File: src/rtl/pcm_rx_pkg.sv
package pcm_rx_pkg;
  // line order inside the synchroniser vector
  localparam int LINE_N   = 3;
  localparam int L_BCLK   = 2;
  localparam int L_FSYNC  = 1;
  localparam int L_SDATA  = 0;

  function automatic int cnt_bits(input int n);
    return $clog2(n + 1);
  endfunction
endpackage

File: src/rtl/pcm_rx_sync.sv
module pcm_rx_sync #(
  parameter int N      = 3,
  parameter int STAGES = 2
) (
  input  logic         clk_i,
  input  logic         rst_ni,
  input  logic [N-1:0] async_i,
  output logic [N-1:0] level_o,
  output logic [N-1:0] rise_o,
  output logic [N-1:0] fall_o
);
  logic [N-1:0] pipe_q [STAGES];
  logic [N-1:0] prev_q;

  for (genvar s = 0; s < STAGES; s++) begin : g_stage
    if (s == 0) begin : g_first
      always_ff @(posedge clk_i or negedge rst_ni)
        if (!rst_ni) pipe_q[s] <= '0;
        else         pipe_q[s] <= async_i;
    end else begin : g_next
      always_ff @(posedge clk_i or negedge rst_ni)
        if (!rst_ni) pipe_q[s] <= '0;
        else         pipe_q[s] <= pipe_q[s-1];
    end
  end

  always_ff @(posedge clk_i or negedge rst_ni)
    if (!rst_ni) prev_q <= '0;
    else         prev_q <= pipe_q[STAGES-1];

  assign level_o = pipe_q[STAGES-1];
  assign rise_o  = pipe_q[STAGES-1] & ~prev_q;
  assign fall_o  = ~pipe_q[STAGES-1] & prev_q;
endmodule

File: src/rtl/pcm_rx_deser.sv
module pcm_rx_deser #(
  parameter int WORD_W = 8,
  localparam int CNT_W = pcm_rx_pkg::cnt_bits(WORD_W)
) (
  input  logic              clk_i,
  input  logic              rst_ni,
  input  logic              frame_start_i,
  input  logic              bit_strobe_i,
  input  logic              bit_i,
  input  logic              halt_i,
  output logic [WORD_W-1:0] word_o,
  output logic              valid_o,
  output logic [CNT_W-1:0]  count_o
);
  logic [WORD_W-1:0] shreg_q, word_q;
  logic [WORD_W-1:0] shreg_nx;
  logic [CNT_W-1:0]  cnt_q;
  logic              armed_q, valid_q;

  assign shreg_nx = {shreg_q[WORD_W-2:0], bit_i};

  always_ff @(posedge clk_i or negedge rst_ni) begin
    if (!rst_ni) begin
      shreg_q <= '0;
      word_q  <= '0;
      cnt_q   <= '0;
      armed_q <= 1'b0;
      valid_q <= 1'b0;
    end else begin
      valid_q <= 1'b0;
      if (halt_i) begin
        armed_q <= 1'b0;
      end else if (frame_start_i) begin
        armed_q <= 1'b1;
        // sync and first falling edge in the same cycle: that bit is the MSB
        if (bit_strobe_i) begin
          shreg_q <= shreg_nx;
          cnt_q   <= CNT_W'(1);
        end else begin
          cnt_q   <= '0;
        end
      end else if (armed_q && bit_strobe_i) begin
        shreg_q <= shreg_nx;
        cnt_q   <= cnt_q + CNT_W'(1);
        if (cnt_q == CNT_W'(WORD_W - 1)) begin
          word_q  <= shreg_nx;
          valid_q <= 1'b1;
          armed_q <= 1'b0;
        end
      end
    end
  end

  assign word_o  = word_q;
  assign valid_o = valid_q;
  assign count_o = cnt_q;
endmodule

File: src/rtl/pcm_rx_stall.sv
module pcm_rx_stall #(
  parameter int LIMIT_W = 16
) (
  input  logic               clk_i,
  input  logic               rst_ni,
  input  logic               edge_i,
  input  logic [LIMIT_W-1:0] limit_i,
  output logic               stall_o
);
  logic [LIMIT_W-1:0] idle_q;
  logic               stall_q;

  always_ff @(posedge clk_i or negedge rst_ni) begin
    if (!rst_ni) begin
      idle_q  <= '0;
      stall_q <= 1'b0;
    end else if (edge_i) begin
      idle_q  <= '0;
      stall_q <= 1'b0;
    end else begin
      if (idle_q != '1) idle_q <= idle_q + LIMIT_W'(1);
      if (idle_q >= limit_i) stall_q <= 1'b1;
    end
  end

  assign stall_o = stall_q;
endmodule

File: src/rtl/pcm_rx_port.sv
module pcm_rx_port #(
  parameter int WORD_W      = 8,
  parameter int SYNC_STAGES = 2,
  parameter int LIMIT_W     = 16
) (
  input  logic               clk_i,
  input  logic               rst_ni,
  input  logic               bclk_i,
  input  logic               fsync_i,
  input  logic               sdata_i,
  input  logic [LIMIT_W-1:0] stall_limit_i,
  output logic [WORD_W-1:0]  word_o,
  output logic               word_valid_o,
  output logic               psave_o
);
  import pcm_rx_pkg::*;
  localparam int CNT_W = cnt_bits(WORD_W);

  logic [LINE_N-1:0] lines, level, rise, fall;
  logic              bclk_fall, bclk_any, sync_rise;
  logic [CNT_W-1:0]  bit_count;

  always_comb begin
    lines          = '0;
    lines[L_BCLK]  = bclk_i;
    lines[L_FSYNC] = fsync_i;
    lines[L_SDATA] = sdata_i;
  end

  pcm_rx_sync #(.N(LINE_N), .STAGES(SYNC_STAGES)) u_sync (
    .clk_i(clk_i), .rst_ni(rst_ni), .async_i(lines),
    .level_o(level), .rise_o(rise), .fall_o(fall)
  );

  assign bclk_fall = fall[L_BCLK];
  assign bclk_any  = rise[L_BCLK] | fall[L_BCLK];
  assign sync_rise = rise[L_FSYNC];

  pcm_rx_deser #(.WORD_W(WORD_W)) u_deser (
    .clk_i(clk_i), .rst_ni(rst_ni),
    .frame_start_i(sync_rise), .bit_strobe_i(bclk_fall), .bit_i(level[L_SDATA]),
    .halt_i(psave_o), .word_o(word_o), .valid_o(word_valid_o), .count_o(bit_count)
  );

  pcm_rx_stall #(.LIMIT_W(LIMIT_W)) u_stall (
    .clk_i(clk_i), .rst_ni(rst_ni), .edge_i(bclk_any),
    .limit_i(stall_limit_i), .stall_o(psave_o)
  );
endmodule

File: config.mk
export PLATFORM = sky130hd
export DESIGN_NAME = pcm_rx_port
export DESIGN_NICKNAME = d
export VERILOG_FILES = /design/src/rtl/pcm_rx_pkg.sv /design/src/rtl/pcm_rx_sync.sv /design/src/rtl/pcm_rx_deser.sv /design/src/rtl/pcm_rx_stall.sv /design/src/rtl/pcm_rx_port.sv
export SDC_FILE = /design/constraint.sdc
export NUM_CORES = 1
export LEC_CHECK = 0
export BUFFER_PORTS_ARGS = -buffer_cell sky130_fd_sc_hd__buf_2
export CAP_MARGIN = 5
export CORE_ASPECT_RATIO = 0.75
export CORE_MARGIN = 2
export CORE_UTILIZATION = 57
export CTS_CLUSTER_SIZE = 30
export DETAILED_ROUTE_END_ITERATION = 7
export PLACE_DENSITY = 0.78
export SYNTH_ARGS = -nofsm -noshare
export SYNTH_HDL_FRONTEND = slang
export SYNTH_SLANG_ARGS = --single-unit
export TNS_END_PERCENT = 1
File: constraint.sdc
create_clock -name clk_i -period 2.05 [get_ports clk_i]
set_input_delay 0 -clock clk_i [delete_from_list [all_inputs] [get_ports clk_i]]
set_output_delay 0 -clock clk_i [all_outputs]
set_load 0.01 [all_outputs]
==> results of run 1 <==
-- power by group --
part           internal, mW  switching (mW)
combinational         0.126           0.116
sequential            0.995          0.0667
clock                 0.362           0.315
-- synthesized netlist by cell type (2+ instances only) --
library cell | n | area share (%)
nor3_1 | 3 | 0.62
mux2i_1 | 7 | 2.9
inv_1 | 24 | 3.7
o211ai_1 | 4 | 1.2
ha_1 | 19 | 9.8
o41ai_1 | 2 | 0.72
and4_1 | 2 | 0.72
mux2_2 | 15 | 6.9
and3_1 | 7 | 1.8
nand2b_1 | 7 | 1.8
nand3_1 | 12 | 2.5
nand2_1 | 15 | 2.3
a211oi_1 | 3 | 0.92
a21oi_1 | 16 | 3.3
o21ai_0 | 13 | 2.7
nand4_1 | 5 | 1.3
dfrtp_1 | 46 | 47
clkbuf_1 | 4 | 0.62
a31oi_1 | 2 | 0.51
nor2_1 | 6 | 0.92
a21o_1 | 2 | 0.62
or4_1 | 2 | 0.62
-- critical path, cell delays in order (launching register included) --
cell	delay, ns
dfrtp_1	0.42
ha_1	0.27
and3_1	0.20
and4_1	0.31
a211oi_1	0.35
mux2i_1	0.23
-- worst paths after layout --
check,slack [ns],endpoint,startpoint,cells past startpoint
min in group clk_i,0.28,u_stall.stall_o,stall_limit_i[0],5
worst min-delay path,0.23,u_stall.idle_q[14],rst_ni,2
worst max register to register,0.19,u_stall.idle_q[11],u_stall.idle_q[0],5
worst max-delay path,0.19,u_stall.idle_q[11],u_stall.idle_q[0],5
worst min register to register,0.35,u_sync.level_o[1],u_sync.pipe_q[4],0
max in group asynchronous,1.22,u_sync.level_o[0],rst_ni,3
-- metal layers --
layer / vias to the layer above / part of all wire (%) / global-route usage [%]
met5: - / 0 / 0
met4: 0 / 1.9 / 9.113
met3: 11 / 6.6 / 6.399
met2: 63 / 42 / 29.89
met1: 898 / 49 / 32.26
li1: 936 / - / -
-- layout make-up --
type	count	area [sq um]	share of cell area (%)
Clock buffer	5	68.82	2.417
Tap cell	55	68.82	2.417
Sequential cell	46	1151	40.42
Multi-Input combinational cell	158	1174	41.21
Clock inverter	3	45.04	1.582
Timing Repair Buffer	42	250.2	8.787
Inverter	24	90.09	3.163
-- flip-flops by register name, summed over array words and instances (netlist names) --
name / count
u_deser.valid_o: 1
u_deser.word_o: 8
u_deser.count_o: 4
u_stall.idle_q: 16
u_deser.shreg_q: 7
u_deser.armed_q: 1
u_sync.pipe_q: 3
u_stall.stall_o: 1
u_sync.level_o: 3
u_sync.prev_q: 2
-- cells by family after synthesis --
logic type / after synthesis
compound gates: 49
buf+inv: 30
flops: 46
fa+ha+maj: 19
mux: 22
simple gates: 68
-- stage by stage --
| stage | total power, mW | utilization [%] | cell area (sq um) | instances | hold WS, ns |
|---|---|---|---|---|---|
| final | 1.981 | 69.82 | 2848 | 333 | 0.2330 |
| after global routing | 2.084 | 69.82 | 2848 | 333 | 0.2859 |
| after CTS | 2.003 | 69.69 | 2843 | 333 | 0.2243 |
| after detailed placement | 1.317 | 65.92 | 2689 | 321 | 0.03347 |
| after global placement | 1.302 | 65.92 | 2689 | 321 | 0.02962 |
| after floorplan | 1.215 | - | 2437 | 234 | -0.2956 |
-- repair_timing --
| action | 4_1_cts | 5_1_grt |
|---|---|---|
| endpoints found under the setup margin | 0 | 8 |
| resized for setup | 0 | 1 |
| setup buffers | 0 | 0 |
| hold buffers | 4 | 0 |
| endpoints found under the hold margin | 28 | 0 |
==> impl_metrics.py, run 1 <==
metrics = {
    "setup_path": {
        "end_kind": "flop",
        "startpoint_type": "flop",
        "required_ns": 2.28,
        "arrival_ns": 2.09,
        "crit_fanout": 10,
        "critPathKind": "reg -> reg",
    },
    "logic_synthesis": {
        "synth-compound-area-share_pct": 12.47,
        "synth_fp_nets": 274,
        "synth_warnings": 0,
        "yosysSeqAreaShare_pct": 47.23,
        "synth_top_family_by_area": "simple AND/OR/NAND/NOR gates",
        "synth_cell_types": 40,
        "async_flop_share_pct": 100.0,
        "ys_ff_latch": 46,
        "synth_edf_count": 0,
        "synthMuxAreaShare_pct": 9.805,
        "ys.flop_type": "dfrtp_1",
        "synth-xor-area-share_pct": 0,
        "postSynthCellCount": 234,
        "synthSimpleGateAreaFrac_pct": 15.91,
        "syn_area_per_cell_sq_um": 10.42,
        "synthesis.area_sq_um": 2437,
        "synth_fa_ha_area_share_pct": 9.754,
    },
    "global_route": {
        "overflow": 0,
        "grt_usage_pct": 21.72,
        "grt_max_degree": 28,
        "grt_pass1_vias": 1685,
        "antenna_found_initial": 0,
        "grt_first_pass_wirelength_um": 7824,
    },
    "floorplanning": {
        "die_width_um": 79.51,
        "ios": 31,
        "core-area_sq_um": 4079,
        "rows": 20,
        "fp.dieH_um": 60.63,
        "initial_core_util_pct": 59.75,
        "dieArea_sq_um": 4820,
    },
    "final_layout": {
        "fillers": 318,
        "final_cell_mix": "dfrtp_1, buf_2, inv_1, ha_1, a21oi_1",
        "drive_gt1_share_pct": 23.38,
        "final_common_cell": "dfrtp_1",
        "syn_to_final_growth_pct": 16.84,
        "diodes": 0,
        "nets": 317,
    },
    "detailed_routing": {
        "drc": 0,
        "wirelength_um": 4775,
        "via_per_inst": 5.730,
        "antenna_left": 0,
        "drtPass1Iterations": 4,
        "wl_per_cell_um": 14.34,
        "via_count": 1908,
        "drtIter0Drc": 167,
    },
    "place": {
        "pre_cts_ws_ns": 0.1893,
        "dp_hpwl_um": 3510,
        "gp_congestion": 0.9294,
        "portBuffers": 30,
    },
    "cts": {
        "cts_buffers": 5,
        "clockBufferDepth": 2,
        "clk_latency_ns": 0.30,
        "tritoncts": "done",
        "cts-root-buf": "clkbuf_8",
        "clkSinkCount": 46,
        "cts-htree-levels": 2,
        "clk_pin_slew_ns": 0.09,
    },
    "sta": {
        "clock_skew_ns": 0.006624,
        "slew_violations": 0,
        "setup_viol_count_final": 0,
        "period_share_pct": 90.85,
        "fmax_ghz": 0.5369,
        "fin_crit_ns": 1.862,
        "rsz0062_at_grt": "false",
        "hold_viol_final": 0,
        "tightest_slew_ns": 0.5900,
        "fin_ws_ns": 0.1876,
        "slew_headroom_pct": 60.67,
        "fin_tns_setup_ns": 0,
    },
    "pwr": {
        "power.static_leakage_nw": 1.445,
        "vdd_drop_max_mv": 0.6346,
        "powerDensity_nw_per_um2": 695.6,
    },
    "min_path": {
        "worst_hold_path_type": "in -> async",
    },
    "run_status": {
        "outcome": "complete, no violations",
    },
    "job": {
        "max_cap_violations": 0,
    },
}
Note: power is estimated with default switching activity, not from simulation.
==> inputs of run 2 (changes only) <==
- PLACE_DENSITY: 0.78 -> default
- PLACE_DENSITY_LB_ADDON: default -> 0.15
==> run 2 against run 1 <==
Compared with the run above: routed wire length decreased by 0.31%; count of clock-buffer cells in the layout unchanged; largest power group unchanged; clock skew decreased by 0.0025 ns; highest routed layer unchanged.
==> impl_metrics.py, run 2 (synthesized netlist as in run 1, its figures left out) <==
metrics = {
    "sta": {
        "slew_violations": 0,
        "slew_headroom_pct": 62.21,
        "fin_tns_setup_ns": 0,
        "setup_viol_count_final": 0,
        "rsz0062_at_grt": "false",
        "clock_skew_ns": 0.004165,
        "fmax_ghz": 0.5251,
        "tightest_slew_ns": 0.5668,
        "fin_crit_ns": 1.904,
        "period_share_pct": 92.90,
        "hold_viol_final": 0,
    },
    "place": {
        "portBuffers": 30,
        "gp_congestion": 0.8188,
        "dp_hpwl_um": 3450,
    },
    "global_route": {
        "grt_first_pass_wirelength_um": 7941,
        "overflow": 0,
        "grt_max_degree": 47,
        "grt_pass1_vias": 1667,
        "antenna_found_initial": 0,
        "grt_usage_pct": 22.05,
    },
    "setup_path": {
        "path_delay_family": "simple AND/OR/NAND/NOR gates",
        "crit_fanout": 9,
        "required_ns": 2.24,
        "r2r_cells": 6,
        "critPathKind": "reg -> reg",
        "ff2ff_setup_slack_ns": 0.15,
        "cp.depth": 6,
        "startpoint_type": "flop",
        "end_kind": "flop",
        "crit_buf_inv": 1,
        "worstPathCellList": "inv_1, ha_1, nand2_1, nor3_1, and4b_2, mux2_2",
        "slowest_delay_ns": 0.42,
        "cp_slowest_cell": "and4b_2",
        "arrival_ns": 2.10,
    },
    "cts": {
        "clk_latency_ns": 0.30,
        "cts-htree-levels": 2,
        "clk_pin_slew_ns": 0.09,
        "cts_buffers": 5,
        "clockBufferDepth": 2,
        "tritoncts": "done",
        "cts-root-buf": "clkbuf_8",
        "clkSinkCount": 46,
        "cts_setup_buffers": 0,
    },
    "detailed_routing": {
        "drtIter0Drc": 93,
        "route.met2.wl_um": 2015,
        "drtPass1Iterations": 4,
        "drc": 0,
        "via_count": 1870,
        "dr_wl_met3_um": 297,
        "top_layer_used": "met4",
        "wl_per_cell_um": 14.34,
        "wirelength_um": 4760,
        "m1WireLength_um": 2403,
        "via_per_inst": 5.633,
        "antenna_left": 0,
    },
    "final_layout": {
        "multi_input_area_sq_um": 1170,
        "nets": 316,
        "largest_reg_flops": 16,
        "final_common_cell": "dfrtp_1",
        "final_cell_mix": "dfrtp_1, buf_2, inv_1, ha_1, a21oi_1",
        "fillers": 319,
        "drive_gt1_share_pct": 23.10,
        "top_register": "u_stall.idle_q",
        "diodes": 0,
        "seq_area_sq_um": 1151,
        "final_util_pct": 69.54,
        "syn_to_final_growth_pct": 16.38,
    },
    "pwr": {
        "powerDensity_nw_per_um2": 699.1,
        "vdd_drop_max_mv": 0.6294,
        "power.static_leakage_nw": 1.437,
    },
    "floorplanning": {
        "die_width_um": 79.51,
        "core-area_sq_um": 4079,
        "dieArea_sq_um": 4820,
        "ios": 31,
        "initial_core_util_pct": 59.75,
        "rows": 20,
        "fp.dieH_um": 60.63,
    },
    "min_path": {
        "worst_hold_path_type": "in -> reg",
        "min_path_cells": 5,
    },
    "job": {
        "max_cap_violations": 0,
    },
    "run_status": {
        "outcome": "complete, no violations",
    },
}
[run 2: changes by cell type in the layout (fill, tap and decap cells not counted)]
cell,change
and4b_1,-1
and4b_2,+1
buf_4,-1
nor3_1,+1
nor3_2,-1
[run 2: final timing paths]
path,from,to
max,u_sync.level_o[2],u_deser.word_o[6]
min,stall_limit_i[15],u_stall.stall_o
max reg2reg,u_sync.level_o[2],u_deser.word_o[6]
min reg2reg,u_sync.pipe_q[3],u_sync.level_o[0]
max in group asynchronous,rst_ni,u_deser.count_o[2]
min in group asynchronous,rst_ni,u_stall.idle_q[14]
[run 2: stage by stage]
step	power, mW	instance area, sq um	worst slack (ns)	hold slack (ns)	std cells
finish	1.983	2836	0.1455	0.2417	332
global route	2.084	2836	0.01909	0.2958	332
CTS	1.995	2835	0.04969	0.2423	332
detailed placement	1.310	2681	0.06335	0.1097	320
global placement	1.299	2681	0.1613	0.1089	320
floorplan	1.215	2437	0.2592	-0.2956	234
[run 2: tightest hold or removal path: stages]
cell	delay, ns
buf_2	0.10
inv_1	0.05
ha_1	0.13
a2111oi_0	0.07
a31oi_1	0.16
[run 2: per-layer routing]
metal	vias to the layer above	global-route usage, %
met1	890	32.95
met4	0	6.404
li1	929	-
met2	46	32.05
met3	5	5.655
met5	-	0
[run 2: final cells by class]
class                           instances  share of cell area (%)
Sequential cell                        46                   40.58
Inverter                               24                   3.176
Timing Repair Buffer                   41                   8.558
Clock buffer                            5                   2.426
Tap cell                               55                   2.426
Clock inverter                          3                   1.588
Multi-Input combinational cell        158                   41.24
[run 2: where the power goes]
group	internal, mW	total [mW]	leakage, nW	switching (mW)
sequential	0.995	1.06	0.599	0.0648
clock	0.363	0.685	0.0504	0.322
combinational	0.124	0.238	0.787	0.114
total	1.48	1.98	1.44	0.501
[run 2: repair_timing]
item | in CTS | in global routing
hold endpoints to repair | 49 | 0
setup endpoints to repair | 0 | 8
gates resized for setup | 0 | 1
hold buffers | 4 | 0
==> inputs of run 3 (changes only) <==
- CELL_PAD_IN_SITES_DETAIL_PLACEMENT: default -> 2
- CELL_PAD_IN_SITES_GLOBAL_PLACEMENT: default -> 2
- CORE_UTILIZATION: 57 -> 37
==> run 3 against run 2 <==
Compared with the run above: count of clock-buffer cells in the layout unchanged; critical path depth down 1; via count up 1.4%; sequential power about the same; routed wire length up 29%; total power down 4.2%; hold slack better by 0.074 ns; die area up 51%; first-iteration DRC count down 55%; combinational power up 5%; critical endpoint is now u_stall.idle_q[7]; highest routed layer unchanged.
==> impl_metrics.py, run 3 (synthesized netlist as in run 1, its figures left out) <==
metrics = {
    "sta": {
        "rsz0062_at_grt": "false",
        "setup_viol_count_final": 0,
        "hold_viol_final": 0,
        "slew_violations": 0,
        "clock_skew_ns": 0.009502,
        "fin_crit_ns": 1.832,
        "period_share_pct": 89.39,
        "fin_tns_setup_ns": 0,
        "tightest_slew_ns": 0.5926,
        "slew_headroom_pct": 60.50,
        "hold_slack_ns": 0.3159,
        "fmax_ghz": 0.5457,
    },
    "final_layout": {
        "seq_area_sq_um": 1151,
        "largest_reg_flops": 16,
        "drive_gt1_share_pct": 23.02,
        "final_common_cell": "dfrtp_1",
        "final_util_pct": 44.95,
        "fillers": 686,
        "final_cell_mix": "dfrtp_1, buf_2, inv_1, ha_1, a21oi_1",
        "multi_input_area_sq_um": 1169,
        "syn_to_final_growth_pct": 17.09,
        "top_register": "u_stall.idle_q",
        "nets": 317,
        "diodes": 0,
    },
    "cts": {
        "clk_pin_slew_ns": 0.10,
        "cts-htree-levels": 2,
        "clockBufferDepth": 2,
        "clk_latency_ns": 0.30,
        "tritoncts": "done",
        "cts_buffers": 5,
        "cts-root-buf": "clkbuf_8",
        "clkSinkCount": 46,
        "post_cts_resized": 0,
    },
    "floorplanning": {
        "die_width_um": 97.72,
        "dieArea_sq_um": 7260,
        "rows": 25,
        "initial_core_util_pct": 38.38,
        "fp.dieH_um": 74.29,
        "core-area_sq_um": 6350,
        "ios": 31,
    },
    "place": {
        "portBuffers": 30,
        "gp_congestion": 0.7926,
        "dp_hpwl_um": 4631,
    },
    "detailed_routing": {
        "wirelength_um": 6151,
        "wl_per_cell_um": 17.13,
        "antenna_left": 0,
        "via_per_inst": 5.284,
        "via_count": 1897,
        "drtIter0Drc": 42,
        "drc": 0,
        "drtPass1Iterations": 4,
    },
    "global_route": {
        "grt_usage_pct": 18.21,
        "grt_pass1_vias": 2038,
        "grt_max_degree": 47,
        "antenna_found_initial": 0,
        "overflow": 0,
        "grt_first_pass_wirelength_um": 10360,
    },
    "setup_path": {
        "end_kind": "flop",
        "crit_buf_inv": 0,
        "required_ns": 2.28,
        "crit_fanout": 10,
        "path_delay_family": "simple AND/OR/NAND/NOR gates",
        "arrival_ns": 2.06,
        "slowest_delay_ns": 0.43,
        "startpoint_type": "flop",
        "worstPathCellList": "ha_1, and3_1, and4_1, a211oi_1, mux2i_1",
        "cp_slowest_cell": "dfrtp_1",
        "critPathKind": "reg -> reg",
    },
    "pwr": {
        "comb_power_share_pct": 13.1,
        "vdd_drop_max_mv": 0.3795,
        "power.internal_mw": 1.366,
        "power.static_leakage_nw": 1.433,
        "swShare_pct": 28.09,
        "clock_power_share_pct": 30.9,
        "p_switching_mw": 0.5335,
        "powerDensity_nw_per_um2": 665.5,
        "seqPwrFrac_pct": 56.0,
    },
    "min_path": {
        "worst_hold_path_type": "in -> async",
    },
    "job": {
        "max_cap_violations": 0,
    },
    "run_status": {
        "outcome": "complete, no violations",
    },
}
-- run 3: changes by cell type in the layout (fill, tap and decap cells not counted), sizes merged --
cell	before	now
inv	24	25
bufinv	1	0
buf	37	38
-- run 3: per-layer routing --
metal / routed length, um / share of wire, % / track usage (%)
met1: 3256 / 53 / 26.54
met2: 2743 / 45 / 29.20
met3: 132 / 2.1 / 3.477
met4: 18 / 0.29 / 2.932
met5: 0 / 0 / 0
-- run 3: path summary, 6_finish.rpt --
| path | start | slack [ns] | to | cells after the start |
|---|---|---|---|---|
| setup / recovery | u_stall.idle_q[0] | 0.22 | u_stall.idle_q[7] | 5 |
| hold / removal | rst_ni | 0.32 | u_sync.pipe_q[4] | 3 |
| setup reg to reg | u_stall.idle_q[0] | 0.22 | u_stall.idle_q[7] | 5 |
| hold reg to reg | u_sync.pipe_q[3] | 0.36 | u_sync.level_o[0] | 0 |
| max in group asynchronous | rst_ni | 1.33 | u_stall.idle_q[5] | 3 |
| min in group clk_i | stall_limit_i[15] | 0.32 | u_stall.stall_o | 5 |
-- run 3: tightest hold or removal path, cell delays in order --
cell,delay (ns)
dlygate4sd3_1,0.52
buf_2,0.10
buf_4,0.47
-- run 3: power by group through the flow --
| stage | Combinational [mW] | Sequential (mW) | Clock, mW |
|---|---|---|---|
| final | 0.249 | 1.06 | 0.586 |
| after global routing | 0.287 | 1.08 | 0.643 |
| after CTS | 0.256 | 1.07 | 0.606 |
| after detailed placement | 0.247 | 1.08 | 0 |
| after global placement | 0.235 | 1.08 | 0 |
| after floorplan | 0.153 | 1.06 | 0 |
-- run 3: what timing repair did --
action | CTS | global route
hold endpoints to repair | 49 | 0
endpoints found under the setup margin | 0 | 0
setup buffers | 0 | 0
hold buffers | 4 | 0
-- run 3: stage by stage --
| stage | setup slack [ns] | instance area, sq um | cells | total power [mW] |
|---|---|---|---|---|
| after floorplan | 0.2592 | 2437 | 234 | 1.215 |
| after global placement | 0.2942 | 2721 | 347 | 1.312 |
| after detailed placement | 0.2348 | 2721 | 347 | 1.332 |
| after CTS | 0.2206 | 2854 | 359 | 1.927 |
| after global routing | 0.04630 | 2854 | 359 | 2.007 |
| final | 0.2176 | 2854 | 359 | 1.899 |
-- run 3: layout make-up --
cell class | instances | area share (%)
Multi-Input combinational cell | 158 | 40.95
Sequential cell | 46 | 40.33
Timing Repair Buffer | 42 | 8.768
Tap cell | 81 | 3.551
Inverter | 24 | 3.157
Clock buffer | 5 | 2.411
Clock inverter | 3 | 0.8330
